File: config.mk
export PLATFORM = sky130hd
export DESIGN_NAME = superpage_stripe_seq
export DESIGN_NICKNAME = d
export VERILOG_FILES = /design/src/rtl/stripe_pkg.sv /design/src/rtl/stripe_bus_lane.sv /design/src/rtl/superpage_stripe_seq.sv
export SDC_FILE = /design/constraint.sdc
export NUM_CORES = 1
export LEC_CHECK = 0
export CAP_MARGIN = 40
export CORE_MARGIN = 2
export CORE_UTILIZATION = 41
export DETAILED_ROUTE_END_ITERATION = 16
export SLEW_MARGIN = 20
export SYNTH_ARGS = -nofsm -noshare
export SYNTH_HDL_FRONTEND = slang
export SYNTH_SLANG_ARGS = --single-unit
File: constraint.sdc
create_clock -name clk -period 3.65 [get_ports clk]
set_clock_uncertainty 0.15 [all_clocks]
set_input_delay 1.095 -clock clk [delete_from_list [all_inputs] [get_ports clk]]
set_output_delay 1.095 -clock clk [all_outputs]
set_load 0.02 [all_outputs]
File: src/rtl/stripe_pkg.sv
package stripe_pkg;
  typedef enum logic [1:0] {
    STRIPE_ROW  = 2'd0,
    STRIPE_COL  = 2'd1,
    STRIPE_GRID = 2'd2,
    STRIPE_NONE = 2'd3
  } stripe_e;

  typedef enum logic [2:0] {
    L_IDLE, L_STREAM, L_PWAIT, L_RCMD, L_RWAIT, L_RDATA, L_FIN
  } lane_e;

  function automatic logic stripe_ok(stripe_e m);
    return m != STRIPE_NONE;
  endfunction

  function automatic logic bus_in_stripe(stripe_e m, int b);
    return (m == STRIPE_COL) ? (b == 0) : 1'b1;
  endfunction

  function automatic int dies_in_stripe(stripe_e m, int ndie);
    return (m == STRIPE_ROW) ? 1 : ndie;
  endfunction
endpackage

File: src/rtl/stripe_bus_lane.sv
module stripe_bus_lane
  import stripe_pkg::*;
#(
  parameter int NDIE  = 4,
  parameter int BEATS = 8
) (
  input  logic                            clk,
  input  logic                            rst_n,
  input  logic                            go,
  input  logic                            clr,
  input  logic                            prog,
  input  logic                            used,
  input  logic [$clog2(NDIE+1)-1:0]       ndie,
  input  logic [NDIE-1:0]                 rdy,
  output logic [NDIE-1:0]                 ce,
  output logic                            cmd,
  output logic                            xfer,
  output logic                            fin
);
  localparam int CW = $clog2(NDIE+1);
  localparam int DW = (NDIE > 1) ? $clog2(NDIE) : 1;
  localparam int BW = (BEATS > 1) ? $clog2(BEATS) : 1;

  lane_e          st_q;
  logic [DW-1:0]  die_q;
  logic [BW-1:0]  beat_q;
  logic [CW-1:0]  cnt_q;
  logic [NDIE-1:0] mask;
  logic           die_last, beat_last, all_rdy;

  assign die_last  = (CW'(die_q) == cnt_q - CW'(1));
  assign beat_last = (beat_q == BW'(BEATS - 1));

  always_comb begin
    for (int d = 0; d < NDIE; d++) mask[d] = (CW'(d) < cnt_q);
  end
  assign all_rdy = &(rdy | ~mask);

  always_ff @(posedge clk) begin
    if (!rst_n) begin
      st_q   <= L_IDLE;
      die_q  <= '0;
      beat_q <= '0;
      cnt_q  <= '0;
    end else begin
      case (st_q)
        L_IDLE: if (go) begin
          die_q  <= '0;
          beat_q <= '0;
          cnt_q  <= ndie;
          st_q   <= !used ? L_FIN : (prog ? L_STREAM : L_RCMD);
        end
        L_STREAM: begin
          if (beat_last) begin
            beat_q <= '0;
            if (die_last) st_q <= L_PWAIT;
            else          die_q <= die_q + DW'(1);
          end else beat_q <= beat_q + BW'(1);
        end
        L_PWAIT: if (all_rdy) st_q <= L_FIN;
        L_RCMD: begin
          if (die_last) begin
            die_q <= '0;
            st_q  <= L_RWAIT;
          end else die_q <= die_q + DW'(1);
        end
        L_RWAIT: if (rdy[die_q]) begin
          beat_q <= '0;
          st_q   <= L_RDATA;
        end
        L_RDATA: begin
          if (beat_last) begin
            beat_q <= '0;
            if (die_last) st_q <= L_FIN;
            else begin
              die_q <= die_q + DW'(1);
              st_q  <= L_RWAIT;
            end
          end else beat_q <= beat_q + BW'(1);
        end
        L_FIN: if (clr) st_q <= L_IDLE;
        default: st_q <= L_IDLE;
      endcase
    end
  end

  always_comb begin
    ce = '0;
    if (st_q == L_STREAM || st_q == L_RCMD || st_q == L_RDATA) ce[die_q] = 1'b1;
  end
  assign xfer = (st_q == L_STREAM) || (st_q == L_RDATA);
  assign cmd  = (st_q == L_RCMD) || (st_q == L_STREAM && beat_last);
  assign fin  = (st_q == L_FIN);
endmodule

File: src/rtl/superpage_stripe_seq.sv
module superpage_stripe_seq
  import stripe_pkg::*;
#(
  parameter int NBUS  = 4,
  parameter int NDIE  = 4,
  parameter int BEATS = 8
) (
  input  logic                   clk,
  input  logic                   rst_n,
  input  logic                   start,
  input  logic                   op_prog,
  input  logic [1:0]             mode,
  input  logic [NBUS*NDIE-1:0]   die_rdy,
  output logic                   busy,
  output logic                   done,
  output logic [NBUS-1:0]        bus_cmd,
  output logic [NBUS-1:0]        bus_xfer,
  output logic [NBUS*NDIE-1:0]   bus_ce
);
  localparam int CW = $clog2(NDIE+1);

  stripe_e          mode_e;
  logic             busy_q, accept, all_fin;
  logic [NBUS-1:0]  lane_fin;
  logic [CW-1:0]    ndie_sel;

  assign mode_e   = stripe_e'(mode);
  assign accept   = start && !busy_q && stripe_ok(mode_e);
  assign ndie_sel = CW'(dies_in_stripe(mode_e, NDIE));
  assign all_fin  = &lane_fin;
  assign done     = busy_q && all_fin;
  assign busy     = busy_q;

  always_ff @(posedge clk) begin
    if (!rst_n)      busy_q <= 1'b0;
    else if (accept) busy_q <= 1'b1;
    else if (done)   busy_q <= 1'b0;
  end

  for (genvar b = 0; b < NBUS; b++) begin : g_lane
    stripe_bus_lane #(.NDIE(NDIE), .BEATS(BEATS)) u_lane (
      .clk  (clk),
      .rst_n(rst_n),
      .go   (accept),
      .clr  (done),
      .prog (op_prog),
      .used (bus_in_stripe(mode_e, b)),
      .ndie (ndie_sel),
      .rdy  (die_rdy[b*NDIE +: NDIE]),
      .ce   (bus_ce[b*NDIE +: NDIE]),
      .cmd  (bus_cmd[b]),
      .xfer (bus_xfer[b]),
      .fin  (lane_fin[b])
    );
  end
endmodule

* Word-level counts from Yosys, hierarchy flattened
Cells that the tools add are included.
** Cells by class
- Equality and inequality tests :: 74
- Add/subtract/negate cells :: 12
- Bitwise gates (word level) :: 8
- Reductions and logical operators :: 67
- Multiplexer cells :: 90
- Magnitude comparators :: 24
** Operator list (number)
- $mux W3 :: 38
- $pmux W3 S7 :: 4
- $ne A2 B1 Y1 const B :: 28
- $eq A3 B3 Y1 const B :: 16
- $mux W2 :: 18
- $pmux W3 S3 :: 4
- $reduce_and A4 Y1 :: 9
- $reduce_and A8 Y1 :: 4
- $ne A2 B2 Y1 const B :: 13
- $eq A3 B2 Y1 const B :: 8
- $lt A1 B3 Y1 const A :: 8
- $lt A2 B3 Y1 const A :: 8
- $pmux W2 S3 :: 4
- $reduce_bool A3 Y1 :: 8
- $logic_or A1 B1 Y1 :: 16
- $mux W4 :: 4
- $not A4 Y4 :: 4
- $or A4 B4 Y4 :: 4
- $add A3 B1 Y3 const B :: 4
- $eq A2 B3 Y1 :: 4
- $eq A3 B1 Y1 const B :: 4
- $logic_not A3 Y1 :: 4
- $lt A2 B3 Y1 const B :: 4
- $reduce_and A3 Y1 :: 4
- other kinds (13) :: 53
** Storage, ports and cells
- Flip-flop bits (word level) :: 45
- Word-level logic and storage cells :: 292
- Output and inout bits :: 26

* Logic depth before layout (Yosys ltp)
- Depth in word-level cells :: 6
- Mapped depth :: 7
- Gate-level depth less buffers :: 7

* By module
Synthesis repeated with hierarchy kept, for this count alone.
** Second synthesis, totals
- Cell total of the unflattened synthesis :: 382
- Area, all modules :: 3414.5 um^2
** Modules (own cells, without submodules)
- stripe_bus_lane :: area each 828.3 um^2, times used 4, cells an instance 92, sequential area each 220.2 um^2
- superpage_stripe_seq :: area each 101.3 um^2, times used 1, cells an instance 14, sequential area each 20.0 um^2

* Worst setup path after synthesis
Ideal clock, no wire load.
- Path kind :: input to register
- Start :: in die_rdy[11]
- End :: reg g_lane[2].u_lane.st_q[2]
- Buffers on the path :: 0
- Required time :: 3.364 ns
- Stages on the path :: 4
- Library setup time :: 0.136 ns
- Slack :: 1.193 ns
- Arrival time :: 2.171 ns
- Cells stage by stage :: mux4_2 mux2_2 o31ai_2 o32ai_1
** Between the ends
- Word-level cells in the longest chain between the ends :: 4
** RTL lines
- start, declared :: line superpage_stripe_seq.sv:13 : input logic [NBUS*NDIE-1:0] die_rdy,
- $bmux W1 S2 or $or A4 B4 Y4 (tied branches) :: line stripe_bus_lane.sv:67, stripe_bus_lane.sv:37
- $mux W1 (not written as such) or $reduce_and A4 Y1 (tied branches) :: line stripe_bus_lane.sv:67, stripe_bus_lane.sv:37
- $ne A2 B1 Y1 (no source line)
- $reduce_and A8 Y1 (no source line) *
- end signal, assigned :: line stripe_bus_lane.sv:51 : st_q <= !used ? L_FIN : (prog ? L_STREAM : L_RCMD);
- end, declared :: line stripe_bus_lane.sv:24 : lane_e st_q;
Every way passes the cells marked *; elsewhere a longest branch is shown, timed or not. The select of a mux whose other input is x is not followed.
A chain may end at the register's enable or synchronous reset.

* Final worst setup path
- Start :: reg g_lane[3].u_lane.st_q[0]
- End :: out bus_xfer[3]
** Between the ends
- Word-level cells in the longest chain between the ends :: 2
** RTL lines
- start, declared :: line stripe_bus_lane.sv:24
- start signal, assigned :: line stripe_bus_lane.sv:51
- $eq A3 B1 Y1 or $eq A3 B3 Y1 (tied branches) :: line stripe_bus_lane.sv:91 : assign xfer = (st_q == L_STREAM) || (st_q == L_RDATA);
- $logic_or A1 B1 Y1 * :: line stripe_bus_lane.sv:91
- end, declared :: line superpage_stripe_seq.sv:17 : output logic [NBUS-1:0] bus_xfer,
Every way passes the cells marked *; elsewhere a longest branch is shown, timed or not.

==> summary.md <==
| Metric | Value |
|---|---|
| Status | completed |
| Final worst-path cycle share | about nine tenths |
| RSZ-0062 raised after global routing | no |
| Final setup viols | 0 |
| WHS | 0.308 ns |
| Placer Congestion | between 0.8 and 0.9 |
| Area share of the largest cell type after synthesis | approximately 26% |
| Gr ovfl total | 0 |
| Die H | roughly 92 microns |
| Port-buffer cells | 47 |
| Crit Reg-Reg Startpoint | g_lane[1].u_lane.cnt_q[0] |
| DIE AREA | roughly 8500 sq um |
| Total Wirelength | ~7000 microns |
| Max stage delay cell, worst path | clkdlybuf4s50_1 |
| Root buf cell | clkbuf_8 |
| Hold Crit Depth | 2 |
| Row cnt | 32 |
| Clk_lat worst skew | about 0.29 ns |
| Placed inst area | 3680 sq um |
| HP Class | reg -> reg |
| Post-synthesis average cell area | slightly below 8 sq um |
| R2R cell count | 7 |
| Detailed-route wire length per cell | 13.3 microns |
| Ant. Diodes | 0 |
| Total track usage | 16.9% |
| Vias in the first global route | approximately 2600 |
| Initial drt markers | 80 |
| Worst endpoint required time | ~2.4 ns |
| Mapped Area | 3180 sq um |
| Max-slew violations | 0 |
| Largest delay share family, worst path | buffers and inverters |
| Post-CTS sizing | 0 |
| Fin nets | approximately 500 |
| Post-synth cell types | 66 |
| Flop-to-flop setup slack | approximately 1.4 ns |
| Area delta synth->final | 18.6% |
| Hold_buf cts | 0 |
| Synth area leaders | dfxtp_1 26%, ha_1 13%, a21oi_1 4.6% |
| H-tree depth | 2 |
| Die width | around 92 microns |
| Arr. time, crit path | about 2.1 ns |
| Bufs and invs on worst path | 2 |
| Setup bufs post-CTS | 0 |
| Max Cap Viol | 0 |
| Critical path class | reg -> out |
| Via count | roughly 2900 |
| CTS tree | done |
| #FFs+latches synth | 41 |
| Worst reg2reg endpoint | g_lane[1].u_lane.st_q[2] |
| Register area share after synthesis | 25.8% |
| Syn Inst Count | 400 |
| Pwr/cell area | 523 nW/um^2 |
| Relative slew slack | between 60 and 70% |
| Setup TNS | 0 ns |
| Largest stage delay on the critical path | approximately 0.67 ns |
| Number of flops mapped to enable cells by yosys | 0 |
| Core Util, Final | between 40 and 50% |
| Leakage | ~1.5 nW |
| Final hold vios | 0 |
| Area leader, netlist | dfxtp_1 |
| Initial core utilization | 41.7% |
| Num CTS Buffers | 5 |
| Clk sinks | between 40 and 50 |
| Post-synth top flop | dfxtp_1 |
| Top-count cell post-synth | dfxtp_1 |
| Initial antenna violation count | 0 |
| Final Instance Area | 3770 sq um |
| Synth Net Count | about 450 |
| Top post-synthesis cells by count | 41 x dfxtp_1, 35 x nand2_1, 34 x nor2_1, 32 x ha_1, 30 x inv_1 |
| Synth Warn # | 0 |
| Share of cells above drive strength 1 | between 7 and 8% |
| Crit-path max FO | 17 |
| Power, Total | ~2.0 mW |
| Async SR Flop Fraction | 0% |
| Clock-pin slew on the worst setup and hold paths | about 0.080 ns |
| Max Fclk | roughly 300 MHz |
| Drt first pass iters | 4 |
| Largest net degree at the start of global routing | 19 |
| CTS Buffer Depth | 2 |
| Critical Path Source Type | register |
| Core ar. | 7610 sq um |
| Number of vias per cell | about 5.3 |
| Maximum VDD drop | approximately 0.28 mV |
| Residual DRC | 0 |
| HPWL Detailed | 5460 microns |
| CP Cell Sequence | inv_1 > nor2_1 > clkdlybuf4s50_1 |
| Hold Path End | g_lane[2].u_lane.beat_q[1] |
| Worst hold start | g_lane[2].u_lane.beat_q[1] |
| Worst setup EP type | primary output |
| I/O Pins | 48 |
| Slew @ Worst Pin | 0.507 ns |
| Antenna-violating nets left | 0 |
| First-pass GRT wire length | 11900 microns |
| Final min period | around 3.3 ns |
metrics by stage:
step	std cells	setup WS, ns
4_1_cts	537	0.295
5_1_grt	537	0.154
3_3_place_gp	529	0.618
6_report	537	0.316
3_5_place_dp	529	0.551
2_1_floorplan	400	1.19
worst min-delay path, stage by stage, from the launching register on:
cell and delay (ns):
dfxtp_1 0.32, nand2_1 0.05, o21ai_1 0.05
per-layer routing:
metal  GRT usage [%]  part of all wire (%)  vias to the layer above
met4            3.73                  0.62                        0
met1            23.0                    49                     1333
met3            2.55                   2.5                        4
met2            28.6                    48                       34
met5               0                     0                        -
li1                -                     -                     1500
worst max-delay path by stage:
| stage | end | startpoint | cells after the start | slack [ns] |
|---|---|---|---|---|
| 2_1_floorplan | g_lane[2].u_lane.st_q[2] | die_rdy[11] | 4 | 1.19 |
| 3_3_place_gp | g_lane[2].u_lane.st_q[2] | mode[1] | 6 | 0.62 |
| 3_5_place_dp | g_lane[1].u_lane.st_q[2] | mode[1] | 6 | 0.55 |
| 4_1_cts | done | g_lane[1].u_lane.st_q[1] | 3 | 0.29 |
| 5_1_grt | bus_xfer[3] | g_lane[3].u_lane.st_q[0] | 3 | 0.15 |
| 6_report | bus_xfer[3] | g_lane[3].u_lane.st_q[0] | 3 | 0.32 |
report_power, final:
group          internal, mW  switching [mW]  leakage (nW)
Combinational         0.427           0.550          1.14
Clock                 0.132           0.170        0.0439
Sequential            0.539           0.151         0.334
Total                  1.10           0.871          1.52
kinds of logic (layout without fill, tap and decap cells):
family / after synthesis / in the layout / synth area share, %
AO/OA/AOI/OAI: 107 / 107 / 22.4
adder cells (fa/ha/maj): 32 / 32 / 12.6
buffers and inverters: 58 / 93 / 8.39
flip-flops: 41 / 41 / 25.8
multiplexers: 10 / 10 / 3.98
AND/OR/NAND/NOR: 152 / 152 / 26.8
placed cells by master, fill, tap and decap left out, drive strengths merged, types with 2 or more instances in the layout:
cell type	netlist	layout
and2	8	8
or4	2	2
clkbuf	13	5
clkinv	0	2
o21a	3	3
or3b	2	2
nand2b	8	8
or3	5	5
nor3b	2	2
a32oi	3	3
a21oi	29	29
o22ai	7	7
o31ai	6	6
o21ai	24	24
inv	30	30
a21boi	2	2
nand2	36	36
o221ai	3	3
mux4	2	2
and3b	3	3
clkdlybuf4s50	0	47
buf	15	8
nor3	11	11
nand3b	3	3
nor2b	3	3
and3	12	12
nor2	34	34
o2111ai	2	2
o211ai	5	5
o32ai	2	2
ha	32	32
dfxtp	41	41
a311oi	2	2
nand3	14	14
o211a	2	2
mux2i	7	7
a31oi	2	2
a211oi	5	5
cell type report:
type	instances	area, sq um
clock buffers	5	68.8
clock inverters	3	17.5
multi-input cells	301	2090
inverters	30	113
repair buffers	55	531
well taps	102	128
fillers	746	3840
flip-flops and latches	41	821
flip-flops by register name (all words and copies together) (netlist names):
signal and count:
g_lane.u_lane.cnt_q 8, g_lane.u_lane.die_q 8, g_lane.u_lane.st_q 12, g_lane.u_lane.beat_q 12, busy 1
No activity file was read; power rests on OpenSTA's default activity.
